--- src/rtl/vbu_pkg.sv ---
// Package: shared constants for the vector base address unit.
// Assumes a 32-bit address space with 4-byte vector table entries.
package vbu_pkg;
    localparam int unsigned ADDR_W      = 32;
    localparam int unsigned BASE_W      = 12;
    localparam int unsigned CODE_W      = 12;
    localparam int unsigned VEC_W       = 8;
    localparam int unsigned ENTRY_SHIFT = 2;
    localparam logic [CODE_W-1:0] VBASE_CODE = 12'h801;
endpackage

--- src/rtl/vbu_wr_select.sv ---
// Module: picks the write that updates the base register.
// It accepts a processor-side and a debug-side write, each qualified by the
// control register code. Debug has priority when both hit in one cycle.
// Assumes the low data bits below the stored field carry no meaning.
module vbu_wr_select #(
    parameter int unsigned ADDR_W = vbu_pkg::ADDR_W,
    parameter int unsigned BASE_W = vbu_pkg::BASE_W,
    parameter int unsigned CODE_W = vbu_pkg::CODE_W,
    parameter logic [CODE_W-1:0] SEL_CODE = vbu_pkg::VBASE_CODE
) (
    input  logic              cpu_wr_en,
    input  logic [CODE_W-1:0] cpu_wr_code,
    input  logic [ADDR_W-1:0] cpu_wr_data,
    input  logic              dbg_wr_en,
    input  logic [CODE_W-1:0] dbg_wr_code,
    input  logic [ADDR_W-1:0] dbg_wr_data,
    output logic              wr_en,
    output logic [BASE_W-1:0] wr_hi
);
    localparam int unsigned LOW_W = ADDR_W - BASE_W;

    logic cpu_hit;
    logic dbg_hit;
    logic unused_low_bits;

    // Decode each source against the register code.
    always_comb begin
        cpu_hit = cpu_wr_en && (cpu_wr_code == SEL_CODE);
        dbg_hit = dbg_wr_en && (dbg_wr_code == SEL_CODE);
    end

    // Select the winning source; debug first.
    always_comb begin
        wr_en = cpu_hit || dbg_hit;
        if (dbg_hit) wr_hi = dbg_wr_data[ADDR_W-1:LOW_W];
        else         wr_hi = cpu_wr_data[ADDR_W-1:LOW_W];
    end

    assign unused_low_bits = ^{cpu_wr_data[LOW_W-1:0], dbg_wr_data[LOW_W-1:0]};


    always_comb begin
        if (dbg_hit) debug_priority_chk: assert (wr_hi == dbg_wr_data[ADDR_W-1:LOW_W]);
    end
endmodule

--- src/rtl/vbu_base_reg.sv ---
// Module: holds the implemented upper bits of the vector base.
// The bits below BASE_W are not stored and read as zero elsewhere.
// Synchronous active-low reset clears the field.
module vbu_base_reg #(
    parameter int unsigned BASE_W = vbu_pkg::BASE_W
) (
    input  logic              clk,
    input  logic              rst_n,
    input  logic              wr_en,
    input  logic [BASE_W-1:0] wr_hi,
    output logic [BASE_W-1:0] base_hi
);
    // Load the base field on a selected write.
    always_ff @(posedge clk) begin
        if (!rst_n)     base_hi <= '0;
        else if (wr_en) base_hi <= wr_hi;
    end


    base_load_chk: assert property (@(posedge clk) disable iff (!rst_n)
        wr_en |=> base_hi == $past(wr_hi));

    base_hold_chk: assert property (@(posedge clk) disable iff (!rst_n)
        !wr_en |=> $stable(base_hi));

    base_reset_chk: assert property (@(posedge clk) disable iff (!rst_n)
        !$past(rst_n) |-> base_hi == '0);
endmodule

--- src/rtl/vbu_addr_gen.sv ---
// Module: forms the vector entry address from the base and vector number.
// Assumes the widest displacement fits below the stored base field, so the
// addition never carries into the base bits.
module vbu_addr_gen #(
    parameter int unsigned ADDR_W      = vbu_pkg::ADDR_W,
    parameter int unsigned BASE_W      = vbu_pkg::BASE_W,
    parameter int unsigned VEC_W       = vbu_pkg::VEC_W,
    parameter int unsigned ENTRY_SHIFT = vbu_pkg::ENTRY_SHIFT
) (
    input  logic [BASE_W-1:0] base_hi,
    input  logic [VEC_W-1:0]  vec_num,
    output logic [ADDR_W-1:0] vec_addr
);
    localparam int unsigned LOW_W  = ADDR_W - BASE_W;
    localparam int unsigned DISP_W = VEC_W + ENTRY_SHIFT;

    logic [ADDR_W-1:0] base_full;
    logic [ADDR_W-1:0] disp;

    generate
        if (DISP_W > LOW_W) begin : g_bad_cfg
            initial $error("displacement wider than unstored base bits");
        end
    endgenerate

    // Scale the vector number into a byte displacement and add it to the base.
    always_comb begin
        base_full = {base_hi, {LOW_W{1'b0}}};
        disp      = {{(ADDR_W-DISP_W){1'b0}}, vec_num, {ENTRY_SHIFT{1'b0}}};
        vec_addr  = base_full + disp;
    end


    always_comb begin
        addr_base_field_chk: assert (vec_addr[ADDR_W-1:LOW_W] == base_hi);
    end
endmodule

--- src/rtl/vbu_dbg_read.sv ---
// Module: debug-side readback of the vector base.
// Data is registered and valid for one cycle after an accepted request.
// Bits below the stored field are driven zero.
module vbu_dbg_read #(
    parameter int unsigned ADDR_W = vbu_pkg::ADDR_W,
    parameter int unsigned BASE_W = vbu_pkg::BASE_W,
    parameter int unsigned CODE_W = vbu_pkg::CODE_W,
    parameter logic [CODE_W-1:0] SEL_CODE = vbu_pkg::VBASE_CODE
) (
    input  logic              clk,
    input  logic              rst_n,
    input  logic              rd_en,
    input  logic [CODE_W-1:0] rd_code,
    input  logic [BASE_W-1:0] base_hi,
    output logic              rd_valid,
    output logic [ADDR_W-1:0] rd_data
);
    localparam int unsigned LOW_W = ADDR_W - BASE_W;

    logic rd_hit;

    // Decode the read request.
    always_comb rd_hit = rd_en && (rd_code == SEL_CODE);

    // Capture the base on an accepted read; clear data otherwise.
    always_ff @(posedge clk) begin
        if (!rst_n) begin
            rd_valid <= 1'b0;
            rd_data  <= '0;
        end else begin
            rd_valid <= rd_hit;
            rd_data  <= rd_hit ? {base_hi, {LOW_W{1'b0}}} : '0;
        end
    end


    rd_response_chk: assert property (@(posedge clk) disable iff (!rst_n)
        rd_hit |=> rd_valid && rd_data[ADDR_W-1:LOW_W] == $past(base_hi));

    rd_reject_chk: assert property (@(posedge clk) disable iff (!rst_n)
        !rd_hit |=> !rd_valid);

    rd_low_zero_chk: assert property (@(posedge clk) disable iff (!rst_n)
        rd_valid |-> rd_data[LOW_W-1:0] == '0);
endmodule

--- src/rtl/vec_base_unit.sv ---
// Module: top of the exception vector base address unit.
// It ties together the write selection, base storage, address generation and
// debug readback. Processor-side read attempts are accepted at the port and
// then ignored.
module vec_base_unit #(
    parameter int unsigned ADDR_W      = vbu_pkg::ADDR_W,
    parameter int unsigned BASE_W      = vbu_pkg::BASE_W,
    parameter int unsigned CODE_W      = vbu_pkg::CODE_W,
    parameter int unsigned VEC_W       = vbu_pkg::VEC_W,
    parameter int unsigned ENTRY_SHIFT = vbu_pkg::ENTRY_SHIFT,
    parameter logic [CODE_W-1:0] SEL_CODE = vbu_pkg::VBASE_CODE
) (
    input  logic              clk,
    input  logic              rst_n,
    input  logic              cpu_wr_en,
    input  logic [CODE_W-1:0] cpu_wr_code,
    input  logic [ADDR_W-1:0] cpu_wr_data,
    input  logic              cpu_rd_en,
    input  logic [CODE_W-1:0] cpu_rd_code,
    input  logic              dbg_wr_en,
    input  logic [CODE_W-1:0] dbg_wr_code,
    input  logic [ADDR_W-1:0] dbg_wr_data,
    input  logic              dbg_rd_en,
    input  logic [CODE_W-1:0] dbg_rd_code,
    output logic              dbg_rd_valid,
    output logic [ADDR_W-1:0] dbg_rd_data,
    input  logic [VEC_W-1:0]  vec_num,
    output logic [ADDR_W-1:0] vec_addr
);
    logic              wr_en;
    logic [BASE_W-1:0] wr_hi;
    logic [BASE_W-1:0] base_hi;
    logic              unused_cpu_rd;

    assign unused_cpu_rd = cpu_rd_en ^ (^cpu_rd_code);

    vbu_wr_select #(.ADDR_W(ADDR_W), .BASE_W(BASE_W), .CODE_W(CODE_W),
                    .SEL_CODE(SEL_CODE)) u_wr_select (
        .cpu_wr_en(cpu_wr_en), .cpu_wr_code(cpu_wr_code), .cpu_wr_data(cpu_wr_data),
        .dbg_wr_en(dbg_wr_en), .dbg_wr_code(dbg_wr_code), .dbg_wr_data(dbg_wr_data),
        .wr_en(wr_en), .wr_hi(wr_hi));

    vbu_base_reg #(.BASE_W(BASE_W)) u_base_reg (
        .clk(clk), .rst_n(rst_n), .wr_en(wr_en), .wr_hi(wr_hi), .base_hi(base_hi));

    vbu_addr_gen #(.ADDR_W(ADDR_W), .BASE_W(BASE_W), .VEC_W(VEC_W),
                   .ENTRY_SHIFT(ENTRY_SHIFT)) u_addr_gen (
        .base_hi(base_hi), .vec_num(vec_num), .vec_addr(vec_addr));

    vbu_dbg_read #(.ADDR_W(ADDR_W), .BASE_W(BASE_W), .CODE_W(CODE_W),
                   .SEL_CODE(SEL_CODE)) u_dbg_read (
        .clk(clk), .rst_n(rst_n), .rd_en(dbg_rd_en), .rd_code(dbg_rd_code),
        .base_hi(base_hi), .rd_valid(dbg_rd_valid), .rd_data(dbg_rd_data));


    cpu_read_ignored_chk: assert property (@(posedge clk) disable iff (!rst_n)
        (cpu_rd_en && !dbg_rd_en) |=> !dbg_rd_valid);
endmodule

--- config.mk ---
export PLATFORM = sky130hd
export DESIGN_NAME = vec_base_unit
export DESIGN_NICKNAME = d
export VERILOG_FILES = /design/src/rtl/vbu_pkg.sv /design/src/rtl/vbu_wr_select.sv /design/src/rtl/vbu_base_reg.sv /design/src/rtl/vbu_addr_gen.sv /design/src/rtl/vbu_dbg_read.sv /design/src/rtl/vec_base_unit.sv
export SDC_FILE = /design/constraint.sdc
export NUM_CORES = 1
export LEC_CHECK = 0
export ABC_AREA = 1
export CORE_AREA = 2 2 73 75
export DETAILED_ROUTE_END_ITERATION = 8
export DIE_AREA = 0 0 75 77
export DONT_BUFFER_PORTS = 1
export PLACE_DENSITY = 0.48
export SLEW_MARGIN = 20
export SYNTH_ARGS = -nofsm -noshare
export SYNTH_HDL_FRONTEND = slang
export SYNTH_SLANG_ARGS = --single-unit
export TNS_END_PERCENT = 100
--- constraint.sdc ---
create_clock -name clk -period 1 [get_ports clk]
set_input_delay 0.2 -clock clk [delete_from_list [all_inputs] [get_ports clk]]
set_output_delay 0.2 -clock clk [all_outputs]
set_load 0.05 [all_outputs]
==> results by group <==
Placement
  – Post-DP Area: between 1500 and 2000 um2
  – Post-placement cell count: about 330
  – Placer Congestion: between 0.6 and 0.7
  – Dpl hpwl: around 2600 um
  – Pre-CTS WS: -0.130 ns
  – PortBufs: 0

Detailed routing
  – Avg WL per Cell: 10.0 um
  – Residual DRC: 0
  – Drt initial violations: 30
  – Via count: 1,296
  – Wirelength, routed: between 3000 and 4000 um
  – DRT Pass-1 Iters: 4
  – Post-route ant nets: 0
  – Vias per cell: 3.87

Floorplanning
  – Num ports: about 190
  – Initial core utilization: ~32%
  – Core footprint: approximately 5000 um2
  – DIE AREA: roughly 5800 um2
  – DIE HEIGHT: 77 um
  – Die width: roughly 75 um
  – Row cnt: 26

Yosys
  – Area leader, netlist: dfxtp_1
  – Synth Register Bits: 25
  – Syn Inst Count: 247
  – Top cell type's share of synthesized area: approximately a third
  – Top cells by count, synth: nor2_1, nand2_1, buf_4
  – Synthesized cell area: ~1600 um2
  – Synth Area per Inst: ~6.5 um2
  – Fraction of registers with async set/reset: 0%
  – Largest cells by area after synthesis: dfxtp_1, buf_4, nor2_1, nand2_1, inv_1
  – Yosys warns: 0
  – Top_reg_cell synth: dfxtp_1
  – Seq/Total Area, Yosys: between 30% and 40%
  – Most frequent cell after synthesis: nor2_1
  – Unique masters post-synth: 18
  – EDFF count, synth: 0

Critical path
  – Worst setup path category: flop to output port
  – CP endpoint kind: output port
  – Data arrival, critical path: 0.77 ns
  – Slowest stage delay, CP: 0.32 ns
  – R2r endpoint: u_base_reg.base_hi[0]
  – Critical R2R Launch: u_base_reg.base_hi[0]
  – Startpoint types: flop
  – CP top delay family: flip-flops
  – Crit path required time: roughly 0.80 ns
  – Worst path slowest cell: dfxtp_1
  – CP bufs+invs: 1
  – Stages on the worst setup path: 1
  – Reg2reg setup slack: approximately 0.30 ns
  – Worst-path fanout max: 1
  – Critical path, cell by cell: buf_4
  – R2R cell count: 4

STA
  – RSZ-0062 raised after global routing: yes
  – Period utilization: 96.7%
  – Final Hold Vio Count: 0
  – Final setup violation count: 0
  – Setup TNS: 0 ns
  – Max Freq: around 1.0 GHz
  – Final setup margin: roughly 0.033 ns
  – Crit path time final: roughly 0.97 ns
  – Max-slew violations: 0
  – Worst Skew: around 0.00046 ns

CTS
  – Max Root-Sink Buffers: 2
  – Clk_lat worst skew: about 0.26 ns
  – Root Driver: clkbuf_8
  – CTS Hold Bufs: 0
  – Num CTS Buffers: 3
  – CTS tree: yes
  – Clock sinks: 25
  – Worst-path clk slew: roughly 0.090 ns
  – H-Tree Depth: 1

Final layout
  – Final instance area: between 1500 and 2000 um2
  – N_diodes: 0
  – Final cell count without fillers: roughly 340
  – Area Overhead vs Synth: 17.0%
  – NumNets Final: about 390
  – Share of cells above drive strength 1: between 20% and 30%

GRT
  – First-pass GRT wire length: between 5000 and 6000 um
  – Total gr overflow: 0
  – Initial antenna violation count: 0
  – Largest net degree at the start of global routing: 15
  – Gr usage total: 11.6%
  – Number of global-route vias before repair: 1,169

Worst hold path
  – WHS Endpoint: u_base_reg.base_hi[6]
  – Hold Crit Class: input port to flop
  – HP Start: rst_n
  – Hold Crit Depth: 2

Status
  – Status: finished clean

Power
  – Lkg Pwr: ~0.99 nW
  – Max VDD drop: 0.424 mV
  – Power per cell area: between 1000 and 1500 nW/um2
  – Power Total: 1.91 mW

Job
  – Max Cap Viol: 0
[repair_timing]
item                                    4_1_cts  5_1_grt
endpoints found under the setup margin        9       21
setup buffers                                 0        0
resized for setup                             9       25
[how the worst max path moves through the flow]
stage,startpoint,end,slack (ns)
2_1_floorplan,dbg_rd_code[9],u_dbg_read.rd_data[20],-0.02
4_1_cts,u_base_reg.base_hi[9],vec_addr[29],0.0002
3_5_place_dp,dbg_wr_code[10],u_base_reg.base_hi[6],-0.13
5_1_grt,u_base_reg.base_hi[9],vec_addr[29],-0.004
6_report,u_dbg_read.rd_data[24],dbg_rd_data[24],0.03
3_3_place_gp,dbg_wr_code[10],u_base_reg.base_hi[6],-0.12
[layer usage]
layer | track usage (%) | vias up | part of all wire [%]
met1 | 14.5 | 540 | 44
met3 | 3.29 | 2 | 11
met4 | 3.75 | 0 | 0.72
li1 | - | 683 | -
met2 | 18.8 | 71 | 45
met5 | 0 | - | 0
[per-stage QoR]
stage          hold slack (ns)  util [%]
6_report                0.0435      37.5
5_1_grt                 0.0249      37.5
4_1_cts                 0.0315      35.9
3_5_place_dp             0.325      34.3
3_3_place_gp             0.324      34.3
2_1_floorplan            0.319         -
[kinds of logic (layout without fill, tap and decap cells)]
group                  after synthesis  in the layout  share of synthesized area (%)
other                                1             32                          0.235
DFF                                 25             25                           31.4
and+or+nand+nor                    138            138                           37.4
buffers and inverters               83             70                           31.0
[layout by cell type, fill, tap and decap left out]
cell	count
nor4_2	1
buf_12	2
nor3_1	1
clkbuf_8	3
dfxtp_2	16
buf_4	5
nor2_2	11
inv_1	36
nand2_1	49
nand3_1	14
or2_0	2
clkinv_2	1
nand2_4	2
nor2_1	56
dfxtp_1	9
nor2_4	1
nand4_1	1
conb_1	32
buf_6	19
buf_8	4
[registers in the layout, summed over array words and instances, names as in the netlist]
name and count:
u_dbg_read.rd_valid 1, u_base_reg.base_hi 12, u_dbg_read.rd_data 12
[power by group]
group	leakage, nW	total, mW	switching (mW)	internal [mW]
sequential	0.210	0.994	0.000138	0.994
clock	0.0255	0.589	0.311	0.278
combinational	0.758	0.326	0.296	0.0294
[cell type report]
| class | instances | area, um2 |
|---|---|---|
| flip-flops and latches | 25 | 520 |
| multi-input cells | 170 | 723 |
| fillers | 570 | 3110 |
| inverters | 36 | 135 |
| clock buffers | 3 | 41.3 |
| well taps | 70 | 87.6 |
| repair buffers | 30 | 352 |
| clock inverters | 1 | 5.00 |
Note: power is estimated with default switching activity, not from simulation.
